<file path="src/rtl/mw_pkg.sv">
package mw_pkg;

  typedef enum logic [2:0] {
    ST_IDLE, ST_SEL, ST_SHOUT, ST_SHIN, ST_STBY, ST_POLL, ST_SETTLE, ST_CLEAN
  } mw_state_e;

  typedef enum logic [2:0] {
    OP_READ, OP_EN, OP_ERASE, OP_WRITE, OP_DIS
  } mw_op_e;

  localparam logic [2:0] OPC_READ  = 3'b110;
  localparam logic [2:0] OPC_WRITE = 3'b101;
  localparam logic [2:0] OPC_ERASE = 3'b111;
  localparam logic [4:0] OPC_EN    = 5'b10011;
  localparam logic [4:0] OPC_DIS   = 5'b10000;

  localparam int SMALL_AW = 6;
  localparam int LARGE_AW = 8;

endpackage

</file>
<file path="src/rtl/mw_tick_div.sv">
module mw_tick_div #(
  parameter int DIV_W = 8
) (
  input  logic             clk,
  input  logic             rst_n,
  input  logic             en,
  input  logic [DIV_W-1:0] div,
  output logic             tick
);

  logic [DIV_W-1:0] cnt_q, cnt_d;

  always_comb begin
    tick  = en && (cnt_q == div);
    cnt_d = (!en || cnt_q == div) ? '0 : cnt_q + DIV_W'(1);
  end

  always_ff @(posedge clk or negedge rst_n) begin
    if (!rst_n) cnt_q <= '0;
    else        cnt_q <= cnt_d;
  end


  tick_spacing_chk: assert property (@(posedge clk) disable iff (!rst_n)
    (tick && div != '0) |=> (!tick || !$stable(div)));

endmodule

</file>
<file path="src/rtl/mw_poll_timer.sv">
module mw_poll_timer #(
  parameter int LIMIT = 50000
) (
  input  logic clk,
  input  logic rst_n,
  input  logic clr,
  input  logic step,
  output logic expired
);

  localparam int PW = $clog2(LIMIT + 1);

  logic [PW-1:0] cnt_q, cnt_d;

  always_comb begin
    expired = (cnt_q == PW'(LIMIT - 1));
    if (clr)       cnt_d = '0;
    else if (step) cnt_d = cnt_q + PW'(1);
    else           cnt_d = cnt_q;
  end

  always_ff @(posedge clk or negedge rst_n) begin
    if (!rst_n) cnt_q <= '0;
    else        cnt_q <= cnt_d;
  end


  poll_bound_chk: assert property (@(posedge clk) disable iff (!rst_n)
    cnt_q <= PW'(LIMIT - 1));

endmodule

</file>
<file path="src/rtl/mw_eeprom_master.sv">
module mw_eeprom_master
  import mw_pkg::*;
#(
  parameter int DIV_W        = 8,
  parameter int POLL_MAX     = 50000,
  parameter int SETTLE_TICKS = 6,
  parameter int DATA_W       = 16
) (
  input  logic              clk,
  input  logic              rst_n,
  input  logic              cfg_big,
  input  logic [DIV_W-1:0]  clk_div,
  input  logic              req_valid,
  input  logic              req_write,
  input  logic [7:0]        req_addr,
  input  logic [15:0]       req_wdata,
  output logic              busy,
  output logic              done,
  output logic              error,
  output logic [15:0]       rd_data,
  output logic              ee_cs,
  output logic              ee_sk,
  output logic              ee_di,
  input  logic              ee_do
);

  localparam int ADDR_W  = LARGE_AW;
  localparam int FRAME_W = 3 + ADDR_W + DATA_W;
  localparam int CMAX    = (FRAME_W > SETTLE_TICKS) ? FRAME_W : SETTLE_TICKS;
  localparam int CNT_W   = $clog2(CMAX + 1);

  // reset: asynchronous assert, synchronous release
  logic [1:0] rs_q;
  logic       rst_ni;
  always_ff @(posedge clk or negedge rst_n) begin
    if (!rst_n) rs_q <= 2'b00;
    else        rs_q <= {rs_q[0], 1'b1};
  end
  assign rst_ni = rs_q[1];

  mw_state_e            state_q, state_d;
  mw_op_e               op_q, op_d;
  logic [1:0]           ph_q, ph_d;
  logic [CNT_W-1:0]     cnt_q, cnt_d;
  logic [FRAME_W-1:0]   frame_q, frame_d;
  logic [DATA_W-1:0]    rdata_q, rdata_d;
  logic [ADDR_W-1:0]    addr_q, addr_d;
  logic [DATA_W-1:0]    wdata_q, wdata_d;
  logic                 big_q, big_d;
  logic                 polled_q, polled_d;
  logic                 cs_q, cs_d, sk_q, sk_d, di_q, di_d;
  logic                 done_q, done_d, err_q, err_d;

  logic                 tick, poll_clr, poll_step, poll_exp;
  logic                 load;
  mw_op_e               nop;
  logic [FRAME_W-1:0]   ld_frame;
  logic [CNT_W-1:0]     ld_len;

  mw_tick_div #(.DIV_W(DIV_W)) i_tick (
    .clk(clk), .rst_n(rst_ni), .en(state_q != ST_IDLE), .div(clk_div), .tick(tick)
  );

  mw_poll_timer #(.LIMIT(POLL_MAX)) i_poll (
    .clk(clk), .rst_n(rst_ni), .clr(poll_clr), .step(poll_step), .expired(poll_exp)
  );

  // Frame for one command, right-aligned, with its bit length.
  function automatic logic [FRAME_W+CNT_W-1:0] build(
    input mw_op_e op, input logic big,
    input logic [ADDR_W-1:0] a, input logic [DATA_W-1:0] d);
    logic [FRAME_W-1:0] v, am, dm;
    int aw, dw, n;
    aw = big ? LARGE_AW : SMALL_AW;
    dw = aw - 2;
    am = (FRAME_W'(1) << aw) - FRAME_W'(1);
    dm = (FRAME_W'(1) << dw) - FRAME_W'(1);
    case (op)
      OP_READ:  begin v = (FRAME_W'(OPC_READ)  << aw) | (FRAME_W'(a) & am); n = 3 + aw; end
      OP_ERASE: begin v = (FRAME_W'(OPC_ERASE) << aw) | (FRAME_W'(a) & am); n = 3 + aw; end
      OP_WRITE: begin
        v = (((FRAME_W'(OPC_WRITE) << aw) | (FRAME_W'(a) & am)) << DATA_W) | FRAME_W'(d);
        n = 3 + aw + DATA_W;
      end
      OP_EN:    begin v = (FRAME_W'(OPC_EN)  << dw) | dm; n = 5 + dw; end
      default:  begin v = (FRAME_W'(OPC_DIS) << dw) | dm; n = 5 + dw; end
    endcase
    return {v, CNT_W'(n)};
  endfunction

  always_comb begin
    {ld_frame, ld_len} = build(nop, big_q, addr_q, wdata_q);
  end

  // next-state
  always_comb begin
    state_d = state_q;  op_d = op_q;  ph_d = ph_q;  cnt_d = cnt_q;
    frame_d = frame_q;  rdata_d = rdata_q;  addr_d = addr_q;  wdata_d = wdata_q;
    big_d = big_q;  polled_d = polled_q;
    cs_d = cs_q;  sk_d = sk_q;  di_d = di_q;
    done_d = 1'b0;  err_d = err_q;
    poll_clr = 1'b0;  poll_step = 1'b0;
    load = 1'b0;  nop = op_q;

    if (state_q == ST_IDLE) begin
      if (req_valid) begin
        big_d   = cfg_big;
        addr_d  = req_addr;
        wdata_d = req_wdata;
        op_d    = req_write ? OP_EN : OP_READ;
        err_d   = 1'b0;
        state_d = ST_SEL;
        cs_d = 1'b1;  sk_d = 1'b0;  di_d = 1'b0;
      end
    end else if (tick) begin
      case (state_q)
        ST_SEL: load = 1'b1;

        ST_SHOUT: begin
          case (ph_q)
            2'd0:    begin sk_d = 1'b1; ph_d = 2'd1; end
            2'd1:    begin sk_d = 1'b0; ph_d = 2'd2; end
            default: begin
              if (cnt_q == CNT_W'(1)) begin
                di_d = 1'b0;
                if (op_q == OP_READ) begin
                  state_d = ST_SHIN;  cnt_d = CNT_W'(DATA_W);  sk_d = 1'b1;  ph_d = 2'd1;
                end else if (op_q == OP_DIS) begin
                  state_d = ST_CLEAN;  cs_d = 1'b0;  ph_d = 2'd0;
                end else begin
                  state_d = ST_STBY;  cs_d = 1'b0;
                end
              end else begin
                cnt_d = cnt_q - CNT_W'(1);
                di_d  = frame_q[cnt_q - CNT_W'(2)];
                ph_d  = 2'd0;
              end
            end
          endcase
        end

        ST_SHIN: begin
          if (ph_q == 2'd1) begin
            rdata_d = {rdata_q[DATA_W-2:0], ee_do};
            sk_d = 1'b0;  ph_d = 2'd2;
          end else if (cnt_q == CNT_W'(1)) begin
            state_d = ST_CLEAN;  cs_d = 1'b0;  ph_d = 2'd0;
          end else begin
            cnt_d = cnt_q - CNT_W'(1);  sk_d = 1'b1;  ph_d = 2'd1;
          end
        end

        ST_STBY: begin
          if ((op_q == OP_ERASE || op_q == OP_WRITE) && !polled_q) begin
            state_d = ST_POLL;  cs_d = 1'b1;  poll_clr = 1'b1;
          end else begin
            load = 1'b1;
            case (op_q)
              OP_EN:    nop = OP_ERASE;
              OP_ERASE: nop = OP_WRITE;
              default:  nop = OP_DIS;
            endcase
          end
        end

        ST_POLL: begin
          if (ee_do) begin
            state_d = ST_SETTLE;  cnt_d = CNT_W'(SETTLE_TICKS - 1);
          end else if (poll_exp) begin
            state_d = ST_IDLE;  cs_d = 1'b0;  done_d = 1'b1;  err_d = 1'b1;
          end else begin
            poll_step = 1'b1;
          end
        end

        ST_SETTLE: begin
          if (cnt_q == '0) begin
            state_d = ST_STBY;  cs_d = 1'b0;  polled_d = 1'b1;
          end else begin
            cnt_d = cnt_q - CNT_W'(1);
          end
        end

        ST_CLEAN: begin
          case (ph_q)
            2'd0:    begin sk_d = 1'b1; ph_d = 2'd1; end
            2'd1:    begin sk_d = 1'b0; ph_d = 2'd2; end
            default: begin state_d = ST_IDLE; done_d = 1'b1; end
          endcase
        end

        default: state_d = ST_IDLE;
      endcase

      if (load) begin
        state_d  = ST_SHOUT;
        op_d     = nop;
        frame_d  = ld_frame;
        cnt_d    = ld_len;
        ph_d     = 2'd0;
        polled_d = 1'b0;
        cs_d = 1'b1;  sk_d = 1'b0;
        di_d = ld_frame[ld_len - CNT_W'(1)];
      end
    end
  end

  // registers
  always_ff @(posedge clk or negedge rst_ni) begin
    if (!rst_ni) begin
      state_q <= ST_IDLE;  op_q <= OP_READ;  ph_q <= '0;  cnt_q <= '0;
      frame_q <= '0;  rdata_q <= '0;  addr_q <= '0;  wdata_q <= '0;
      big_q <= 1'b0;  polled_q <= 1'b0;
      cs_q <= 1'b0;  sk_q <= 1'b0;  di_q <= 1'b0;
      done_q <= 1'b0;  err_q <= 1'b0;
    end else begin
      state_q <= state_d;  op_q <= op_d;  ph_q <= ph_d;  cnt_q <= cnt_d;
      frame_q <= frame_d;  rdata_q <= rdata_d;  addr_q <= addr_d;  wdata_q <= wdata_d;
      big_q <= big_d;  polled_q <= polled_d;
      cs_q <= cs_d;  sk_q <= sk_d;  di_q <= di_d;
      done_q <= done_d;  err_q <= err_d;
    end
  end

  assign busy    = (state_q != ST_IDLE);
  assign done    = done_q;
  assign error   = err_q;
  assign rd_data = rdata_q;
  assign ee_cs   = cs_q;
  assign ee_sk   = sk_q;
  assign ee_di   = di_q;


  di_hold_chk: assert property (@(posedge clk) disable iff (!rst_ni)
    (sk_q && $past(sk_q)) |-> $stable(di_q));


  sk_deselect_chk: assert property (@(posedge clk) disable iff (!rst_ni)
    ($rose(sk_q) && !cs_q) |-> (state_q == ST_CLEAN && !di_q));


  done_pulse_chk: assert property (@(posedge clk) disable iff (!rst_ni)
    done_q |=> !done_q);


  done_on_idle_chk: assert property (@(posedge clk) disable iff (!rst_ni)
    $fell(busy) |-> done_q);


  err_with_done_chk: assert property (@(posedge clk) disable iff (!rst_ni)
    $rose(err_q) |-> done_q);


  always @(posedge clk) begin
    if (!rst_ni) begin
      reset_idle_chk: assert (!cs_q && !sk_q && !di_q && !done_q);
    end
  end

endmodule

</file>
<file path="config.mk">
export PLATFORM = sky130hd
export DESIGN_NAME = mw_eeprom_master
export DESIGN_NICKNAME = d
export VERILOG_FILES = /design/src/rtl/mw_pkg.sv /design/src/rtl/mw_tick_div.sv /design/src/rtl/mw_poll_timer.sv /design/src/rtl/mw_eeprom_master.sv
export SDC_FILE = /design/constraint.sdc
export NUM_CORES = 1
export LEC_CHECK = 0
export ABC_AREA = 1
export BUFFER_PORTS_ARGS = -buffer_cell sky130_fd_sc_hd__buf_2
export CELL_PAD_IN_SITES_DETAIL_PLACEMENT = 1
export CELL_PAD_IN_SITES_GLOBAL_PLACEMENT = 2
export CORE_MARGIN = 2
export CORE_UTILIZATION = 37
export CTS_CLUSTER_DIAMETER = 60
export DETAILED_ROUTE_END_ITERATION = 12
export GPL_ROUTABILITY_DRIVEN = 0
export PLACE_DENSITY = 0.81
export SYNTH_ARGS = -nofsm -noshare
export SYNTH_HDL_FRONTEND = slang
export SYNTH_SLANG_ARGS = --single-unit
</file>
<file path="constraint.sdc">
create_clock -name clk -period 5.98 [get_ports clk]
set_input_delay 0.299 -clock clk [delete_from_list [all_inputs] [get_ports clk]]
set_output_delay 0.299 -clock clk [all_outputs]
set_load 0.1 [all_outputs]
</file>
==> results of run 1 <==
[stage by stage]
| step | hold WS, ns | power, mW | util (%) |
|---|---|---|---|
| floorplan | 0.003409 | 1.338 | - |
| global placement | 0.08323 | 1.467 | 40.58 |
| detailed placement | 0.08437 | 1.482 | 40.58 |
| CTS | 0.1212 | 2.091 | 42.42 |
| global route | 0.1356 | 2.188 | 42.42 |
| finish | 0.1258 | 2.063 | 42.42 |
[worst register-to-register path, delay by kind of cell (launching register included)]
kind,cells,cell delay (ns)
simple gates,5,1.56
flops,1,0.60
buf+inv,2,0.44
compound gates,1,0.20
[state kept, by name, summed over array words and instances (netlist names)]
register,count
frame_q,26
i_poll.cnt_q,16
rd_data,16
wdata_q,16
addr_q,8
i_tick.cnt_q,8
cnt_q,5
op_q,3
state_q,3
ph_q,2
rs_q,2
big_q,1
done,1
ee_cs,1
ee_di,1
ee_sk,1
error,1
polled_q,1
[kinds of logic after synthesis]
logic type / share of synthesized area, %
simple gates: 33.96
buf+inv: 8.456
compound gates: 10.33
flops: 44.57
xor+xnor: 1.254
fa+ha+maj: 1.194
other cells: 0.05963
mux: 0.1791
[report_power, final]
part	switching [mW]	internal (mW)
Combinational	0.405	0.161
Sequential	0.0805	0.816
Clock	0.299	0.300
Total	0.785	1.28
[path summary, 6_finish.rpt]
check	startpoint	end	cells past startpoint
worst max-delay path	state_q[2]$_DFFE_PN0P_	cnt_q[4]$_DFFE_PN0P_	8
worst min-delay path	req_addr[1]	addr_q[1]$_DFFE_PN0P_	3
worst max register to register	state_q[2]$_DFFE_PN0P_	cnt_q[4]$_DFFE_PN0P_	8
worst min register to register	rs_q[1]$_DFF_PN0_	i_tick.cnt_q[7]$_DFF_PN0_	0
max in group asynchronous	rs_q[1]$_DFF_PN0_	rd_data[6]$_DFFE_PN0P_	1
min in group asynchronous	rst_n	rs_q[1]$_DFF_PN0_	2
[per-layer routing]
metal  global-route usage, %  part of all wire, %  vias to the layer above  wire (um)
met2                   33.08                   45                       75       7868
met3                   2.343                  2.6                       15        451
met1                   28.52                   51                     2721       8752
li1                        -                    -                     2799          -
met5                       0                    0                        -          0
met4                   5.731                  1.4                        0        239
[placed cells by master (no fill, tap or decap), types with 4 or more instances in the layout]
cell type	instances
a21oi_1	27
buf_2	59
clkbuf_16	9
dfrtp_1	111
ha_1	6
inv_1	82
inv_2	17
nand2_1	259
nand2_2	5
nand2_4	6
nand3_1	58
nand3_2	6
nand4_1	20
nor2_1	76
nor2_2	6
nor2_4	5
nor3_1	15
o211ai_1	10
o21ai_0	50
o21ai_1	13
or2_2	4
xor2_1	6
[final cells by class]
type | instances | area share [%]
Multi-Input combinational cell | 603 | 42.00
Sequential cell | 112 | 39.90
Inverter | 103 | 5.567
Timing Repair Buffer | 61 | 4.447
Tap cell | 220 | 3.913
Clock buffer | 10 | 3.397
Clock inverter | 6 | 0.7826
==> results_dict.tcl, run 1 <==
set metrics [dict create \
    synth_ff_type "dfrtp_1" \
    timing.fmax_ghz 0.3450 \
    initialDrtViolationCount 311 \
    fillers 2108 \
    core_um2 16580 \
    synthTopCellsByArea "dfrtp_1 (45%), nand2_1 (15%), inv_1 (4.9%)" \
    yosys.cell_types.count 44 \
    grt.overflow.total 0 \
    port_buffers 59 \
    drive_gt1_share_pct 15.42 \
    antenna_found_initial 0 \
    ys_top_cells_by_count "nand2_1 (259), dfrtp_1 (112), inv_1 (82)" \
    yosysWarnings 0 \
    fin_ws_ns 3.081 \
    required_ns 6.23 \
    avgSynthCellArea_um2 7.486 \
    num_rows 47 \
    clk_latency_ns 0.36 \
    crit_slowest_cell "dfrtp_1" \
    synth.most_common_cell "nand2_1" \
    final_antenna_net_count 0 \
    vdd_ir_drop_max_mv 0.1965 \
    cts_hold_buf 1 \
    grt_max_degree 64 \
    multi_input_area_um2 2954 \
    start_util_pct 37.92 \
    fin_crit_sh_pct 48.48 \
    drv_cap 0 \
    dieArea_um2 18060 \
    total_leakage_power_nw 3.616 \
    dp_hpwl_mm 12.83 \
    grt_pass1_vias 5910 \
    cp_data_arrival_time_ns 3.15 \
    syn_area_um2 6289 \
    synth-edff-count 0 \
    period_needed_ns 2.899 \
    yosysTopAreaCellShare_pct 44.57 \
    worstSetupPathType "reg -> reg" \
    rsz0062_at_grt "no" \
    crit_family "simple AND/OR/NAND/NOR gates" \
    skew_ns 0.01182 \
    num_vias 5610 \
    synth_seq_cells 112 \
    numCtsBuffers 9 \
    route.detailed.drc 0 \
    tightest_slew_ns 0.9782 \
    cts.clk_slew.worst_paths_ns 0.08 \
    tns_ns 0 \
    diodes 0 \
    top_level_ports 60 \
    dp_slack_ns 3.087 \
    status "completed" \
    grt_pass1_wl_mm 29.55 \
    final_cell_area_um2 7034 \
    seqCellArea_um2 2806 \
    root_buffer "clkbuf_16" \
    die_w_um 134.4 \
    finalHoldViolCount 0 \
    setup_viol 0 \
    cts_setup_buffers 0 \
    hp-class "in -> reg" \
    path_max_fanout 35 \
    nNetsFinal 934 \
    worst-path-buf-inv 2 \
    powerDensity_nw_per_um2 293.3 \
    place_area_um2 6730 \
    startpoint_type "flip-flop" \
    post_drt_via_cell_ratio 5.031 \
    firstDrtPassIters 4 \
    crit_path_end_kind "flip-flop" \
    htreeDepth 3 \
    slew_violations 0 \
    dp.cells 1098 \
    wl_mm 17.31 \
    ys_seq_area_share_pct 44.57 \
    die_h_um 134.4 \
    cts_tree "done" \
    syn-instance-count 840 \
    yosys.area.top_type "dfrtp_1" \
    relSlewSlack_pct 34.60 \
    cts_resized 0 \
    syn_nets 884 \
    syn_to_final_growth_pct 11.86 \
    drt-wirelength-per-cell_um 15.53 \
    path_cells "inv_2 > nand2_2 > nand3_2 > nor2_8 > inv_2 > nand2_2 > nand2_1 > o21a_1" \
    cpPeakStageDelay_ns 0.60 \
    cts_sinks 112 \
    grt_use_total_pct 20.28 \
    synthArstFlopShare_pct 100.0 \
    final_cells 1115 \
    max-clock-path-buffers 2 \
    rrSetupSlack_ns 3.08 \
]
Power figures use the tool's default switching activity.
==> inputs of run 2 (changes only) <==
--- a/config.mk
+++ b/config.mk
@@ -10,11 +10,11 @@
 export CELL_PAD_IN_SITES_DETAIL_PLACEMENT = 1
 export CELL_PAD_IN_SITES_GLOBAL_PLACEMENT = 2
 export CORE_MARGIN = 2
-export CORE_UTILIZATION = 37
+export CORE_UTILIZATION = 35
 export CTS_CLUSTER_DIAMETER = 60
 export DETAILED_ROUTE_END_ITERATION = 12
 export GPL_ROUTABILITY_DRIVEN = 0
-export PLACE_DENSITY = 0.81
+export PLACE_DENSITY = 0.77
 export SYNTH_ARGS = -nofsm -noshare
 export SYNTH_HDL_FRONTEND = slang
 export SYNTH_SLANG_ARGS = --single-unit
==> constraint.sdc (replaced) <==
create_clock -name clk -period 2.8 [get_ports clk]
set_input_delay 0.14 -clock clk [delete_from_list [all_inputs] [get_ports clk]]
set_output_delay 0.14 -clock clk [all_outputs]
set_load 0.1 [all_outputs]
==> results_dict.tcl, run 2 (synthesis gave the netlist of run 1 again) <==
set metrics [dict create \
    diodes 0 \
    powerDensity_nw_per_um2 606.0 \
    crit_path_end_kind "flip-flop" \
    layout_commonest_cell "nand2_1" \
    grt_pass1_wl_mm 31.42 \
    firstDrtPassIters 5 \
    relSlewSlack_pct 49.40 \
    max-clock-path-buffers 2 \
    timing.fmax_ghz 0.4113 \
    cts.clk_slew.worst_paths_ns 0.08 \
    worstSetupPathType "reg -> reg" \
    skew_ns 0.01001 \
    total_leakage_power_nw 3.764 \
    num_vias 5751 \
    slew_violations 0 \
    route.detailed.drc 0 \
    cp_common_cell "nand2_1" \
    drv_cap 0 \
    cts_sinks 112 \
    nNetsFinal 968 \
    drt-wirelength-per-cell_um 15.96 \
    tightest_slew_ns 0.7589 \
    startpoint_type "flip-flop" \
    htreeDepth 3 \
    period_needed_ns 2.431 \
    regMostFlops "frame_q" \
    path_cells "nor2_4 > nand2_4 > inv_4 > nand2_4 > o21ai_2 > inv_2 > nor2_8 > buf_4 > nand2_1 > nor2_1 > nor2_1 > nand2_1 > nand2_1 > inv_1 > nand2_1" \
    largest_register_ff_count 26 \
    core_um2 17780 \
    num_rows 49 \
    initialDrtViolationCount 262 \
    drive_gt1_share_pct 15.93 \
    violations "negative hold slack" \
    hp-class "in -> reg" \
    fillers 2265 \
    cts_tree "done" \
    status "complete, but fails checks" \
    clk_latency_ns 0.36 \
    cp_data_arrival_time_ns 2.68 \
    dieArea_um2 19060 \
    syn_to_final_growth_pct 16.97 \
    required_ns 3.05 \
    cts_resized 0 \
    setup_viol 0 \
    grt_max_degree 55 \
    dp_hpwl_mm 13.94 \
    die_w_um 138.0 \
    finalHoldViolCount 1 \
    start_util_pct 35.37 \
    vdd_ir_drop_max_mv 0.3823 \
    fin_crit_sh_pct 86.84 \
    tns_ns 0 \
    path_max_fanout 34 \
    antenna_found_initial 0 \
    crit_slowest_cell "dfrtp_1" \
    wl_mm 18.48 \
    worst-path-buf-inv 4 \
    die_h_um 138.0 \
    final_cell_mix "nand2_1 (259), dfrtp_1 (111), inv_1 (82)" \
    grt_pass1_vias 6125 \
    grt.overflow.total 0 \
    grt_use_total_pct 20.15 \
    numCtsBuffers 9 \
    top_level_ports 60 \
    final_antenna_net_count 0 \
    root_buffer "clkbuf_16" \
    port_buffers 59 \
    hold_ws_ns -0.00006767 \
    crit_family "simple AND/OR/NAND/NOR gates" \
    cpPeakStageDelay_ns 0.45 \
    post_drt_via_cell_ratio 4.966 \
    rsz0062_at_grt "no" \
]
## run 2: cell types whose count changed in the layout (fill, tap and decap cells not counted)
cell and change:
buf_4 +11, inv_8 +2, dlygate4sd3_1 +23, clkinv_8 -1, clkinv_2 -1, clkbuf_1 +1
clkinvlp_4 -1
## run 2: worst paths after layout
kind / start / endpoint / slack, ns / cells past startpoint
setup / recovery: state_q[1]$_DFFE_PN0P_ / frame_q[7]$_DFFE_PN0P_ / 0.37 / 15
hold / removal: req_wdata[15] / wdata_q[15]$_DFFE_PN0P_ / -0.00007 / 3
setup reg to reg: state_q[1]$_DFFE_PN0P_ / frame_q[7]$_DFFE_PN0P_ / 0.37 / 15
hold reg to reg: rs_q[0]$_DFF_PN0_ / rs_q[1]$_DFF_PN0_ / 0.36 / 0
max in group asynchronous: rs_q[1]$_DFF_PN0_ / ee_cs$_DFFE_PN0P_ / 1.61 / 1
min in group asynchronous: rst_n / rs_q[1]$_DFF_PN0_ / 0.08 / 2
## run 2: metal layers
metal	global-route usage, %	up-vias	share of wire (%)
met4	4.887	0	1.0
li1	-	2862	-
met1	26.34	2796	46
met3	2.736	11	2.3
met2	35.46	82	50
met5	0	-	0
## run 2: layout make-up
class                           instances  area [um2]  share of cell area, %
Clock buffer                           11       242.7                  3.300
Clock inverter                          5       48.80                 0.6634
Inverter                              103       391.6                  5.324
Multi-Input combinational cell        603        2954                  40.16
Sequential cell                       112        2806                  38.15
Tap cell                              229       286.5                  3.895
Timing Repair Buffer                   95       625.6                  8.505
## run 2: report_power, final
part | leakage (nW) | switching [mW] | internal, mW
Sequential | 1.36 | 0.155 | 1.74
Combinational | 2.26 | 0.895 | 0.381
Clock | 0.144 | 0.633 | 0.649
## run 2: repair_timing
item,in CTS,in global routing
hold buffers,24,0
endpoints found under the hold margin,25,0
setup buffers,0,0
## run 2: worst register-to-register path, delay by kind of cell, from the launching register on
kind                   cells  cell delay, ns
buffers and inverters      4            0.73
and+or+nand+nor           10            0.92
DFF                        1            0.45
AOI/OAI and AO/OA          1            0.23
## run 2: stage by stage
stage	instances	cell area, um2	total power, mW	setup WS, ns	util, %
6_report	1158	7356	4.457	0.3686	41.37
5_1_grt	1158	7356	4.760	0.1736	41.37
4_1_cts	1158	7356	4.536	0.3758	41.37
3_5_place_dp	1118	6824	3.196	0.3749	38.38
3_3_place_gp	1118	6824	3.158	0.4803	38.38
2_1_floorplan	840	6290	2.858	0.9268	-
==> inputs of run 3 (changes only) <==
--- a/config.mk
+++ b/config.mk
@@ -7,14 +7,14 @@
 export LEC_CHECK = 0
 export ABC_AREA = 1
 export BUFFER_PORTS_ARGS = -buffer_cell sky130_fd_sc_hd__buf_2
-export CELL_PAD_IN_SITES_DETAIL_PLACEMENT = 1
-export CELL_PAD_IN_SITES_GLOBAL_PLACEMENT = 2
+export CAP_MARGIN = 5
 export CORE_MARGIN = 2
-export CORE_UTILIZATION = 35
+export CORE_UTILIZATION = 40
 export CTS_CLUSTER_DIAMETER = 60
 export DETAILED_ROUTE_END_ITERATION = 12
 export GPL_ROUTABILITY_DRIVEN = 0
-export PLACE_DENSITY = 0.77
+export PLACE_DENSITY = 0.54
+export SKIP_CTS_REPAIR_TIMING = 1
 export SYNTH_ARGS = -nofsm -noshare
 export SYNTH_HDL_FRONTEND = slang
 export SYNTH_SLANG_ARGS = --single-unit
==> results_dict.tcl, run 3 (synthesis gave the netlist of run 1 again) <==
set metrics [dict create \
    status "complete, but fails checks" \
    violations "negative hold slack" \
    period_needed_ns 2.406 \
    final_cell_mix "nand2_1 (259), dfrtp_1 (111), inv_1 (82)" \
    crit_path_end_kind "flip-flop" \
    relSlewSlack_pct 66.09 \
    route.detailed.drc 0 \
    final_cell_area_um2 7350 \
    final_cells 1138 \
    dp.cells 1098 \
    timing.fmax_ghz 0.4157 \
    grt_use_total_pct 19.80 \
    tightest_slew_ns 0.5079 \
    finalHoldViolCount 1 \
    rsz0062_at_grt "no" \
    path_max_fanout 34 \
    regMostFlops "frame_q" \
    grt.overflow.total 0 \
    drive_gt1_share_pct 15.86 \
    layout_commonest_cell "nand2_1" \
    drt-wirelength-per-cell_um 14.06 \
    p_seq_share_pct 42.4 \
    dp_hpwl_mm 11.59 \
    drv_cap 0 \
    vdd_ir_drop_max_mv 0.3966 \
    cts_sinks 112 \
    hp-class "in -> reg" \
    p_switching_mw 1.694 \
    dieArea_um2 16740 \
    p_int_mw 2.759 \
    nNetsFinal 966 \
    cts.clk_slew.worst_paths_ns 0.08 \
    num_rows 45 \
    seqCellArea_um2 2806 \
    numCtsBuffers 9 \
    tns_ns 0 \
    setup_viol 0 \
    slew_violations 0 \
    die_h_um 129.4 \
    startpoint_type "flip-flop" \
    netSwitchingFraction_pct 38.04 \
    initialDrtViolationCount 424 \
    core_um2 15260 \
    cts_tree "done" \
    grt_pass1_wl_mm 26.48 \
    syn_to_final_growth_pct 16.87 \
    dp_slack_ns 0.4267 \
    clk_latency_ns 0.37 \
    htreeDepth 3 \
    place_area_um2 6799 \
    post_drt_via_cell_ratio 5.098 \
    fin_ws_ns 0.3945 \
    die_w_um 129.4 \
    multi_input_area_um2 2954 \
    pwr-share-clk_pct 29.6 \
    num_vias 5802 \
    diodes 0 \
    start_util_pct 41.21 \
    root_buffer "clkbuf_16" \
    total_leakage_power_nw 3.763 \
    powerDensity_nw_per_um2 605.9 \
    skew_ns 0.009278 \
    required_ns 3.05 \
    grt_max_degree 54 \
    top_level_ports 60 \
    port_buffers 59 \
    fillers 1547 \
    wl_mm 16.00 \
    antenna_found_initial 0 \
    grt_pass1_vias 5401 \
    largest_register_ff_count 26 \
    combPwrFrac_pct 28.0 \
    fin_crit_sh_pct 85.91 \
    cp_data_arrival_time_ns 2.66 \
    final_antenna_net_count 0 \
    firstDrtPassIters 4 \
    worstSetupPathType "reg -> reg" \
    max-clock-path-buffers 2 \
    hold_ws_ns -0.006615 \
]
## run 3: power groups by stage
stage          sequential, mW  clock [mW]  combinational, mW
3_5_place_dp             1.92           0               1.23
6_report                 1.89        1.32               1.25
4_1_cts                  1.89        1.37               1.23
5_1_grt                  1.91        1.43               1.39
3_3_place_gp             1.91           0               1.21
2_1_floorplan            2.24           0              0.620
## run 3: routing by layer
layer / GRT usage, % / up-vias / wire, um
met5: 0 / - / 0
met4: 5.691 / 0 / 159
met3: 3.344 / 15 / 755
met2: 32.41 / 169 / 7440
met1: 27.12 / 2748 / 7644
li1: - / 2870 / -
## run 3: area by class of cell
type | instances | share of cell area (%)
Timing Repair Buffer | 93 | 8.478
Multi-Input combinational cell | 603 | 40.19
Tap cell | 211 | 3.592
Sequential cell | 112 | 38.19
Clock buffer | 9 | 3.064
Clock inverter | 7 | 1.158
Inverter | 103 | 5.329
## run 3: path summary, 6_finish.rpt
path | start | to | slack [ns] | cells past startpoint
max reg2reg | state_q[2]$_DFFE_PN0P_ | frame_q[7]$_DFFE_PN0P_ | 0.39 | 14
min | req_wdata[10] | wdata_q[10]$_DFFE_PN0P_ | -0.007 | 3
min in group asynchronous | rst_n | rs_q[1]$_DFF_PN0_ | 0.09 | 2
min reg2reg | rs_q[1]$_DFF_PN0_ | i_tick.cnt_q[6]$_DFF_PN0_ | 0.27 | 0
max | state_q[2]$_DFFE_PN0P_ | frame_q[7]$_DFFE_PN0P_ | 0.39 | 14
max in group asynchronous | rs_q[1]$_DFF_PN0_ | wdata_q[2]$_DFFE_PN0P_ | 1.82 | 1
## run 3: through the flow
stage | total power [mW] | utilization (%)
floorplan | 2.858 | -
global placement | 3.126 | 44.56
detailed placement | 3.147 | 44.56
CTS | 4.486 | 46.59
global route | 4.729 | 48.17
finish | 4.453 | 48.17
## run 3: critical path: stages, from the launching register on
cell and delay (ns):
dfrtp_1 0.62, nand2_4 0.15, inv_4 0.10, nand2_4 0.06, o21ai_2 0.20, inv_2 0.23, nor2_8 0.16, buf_4 0.34
nand2_1 0.08, nor2_1 0.09, nor2_1 0.05, nand2_1 0.05, nand2_1 0.05, inv_1 0.06, nand2_1 0.04
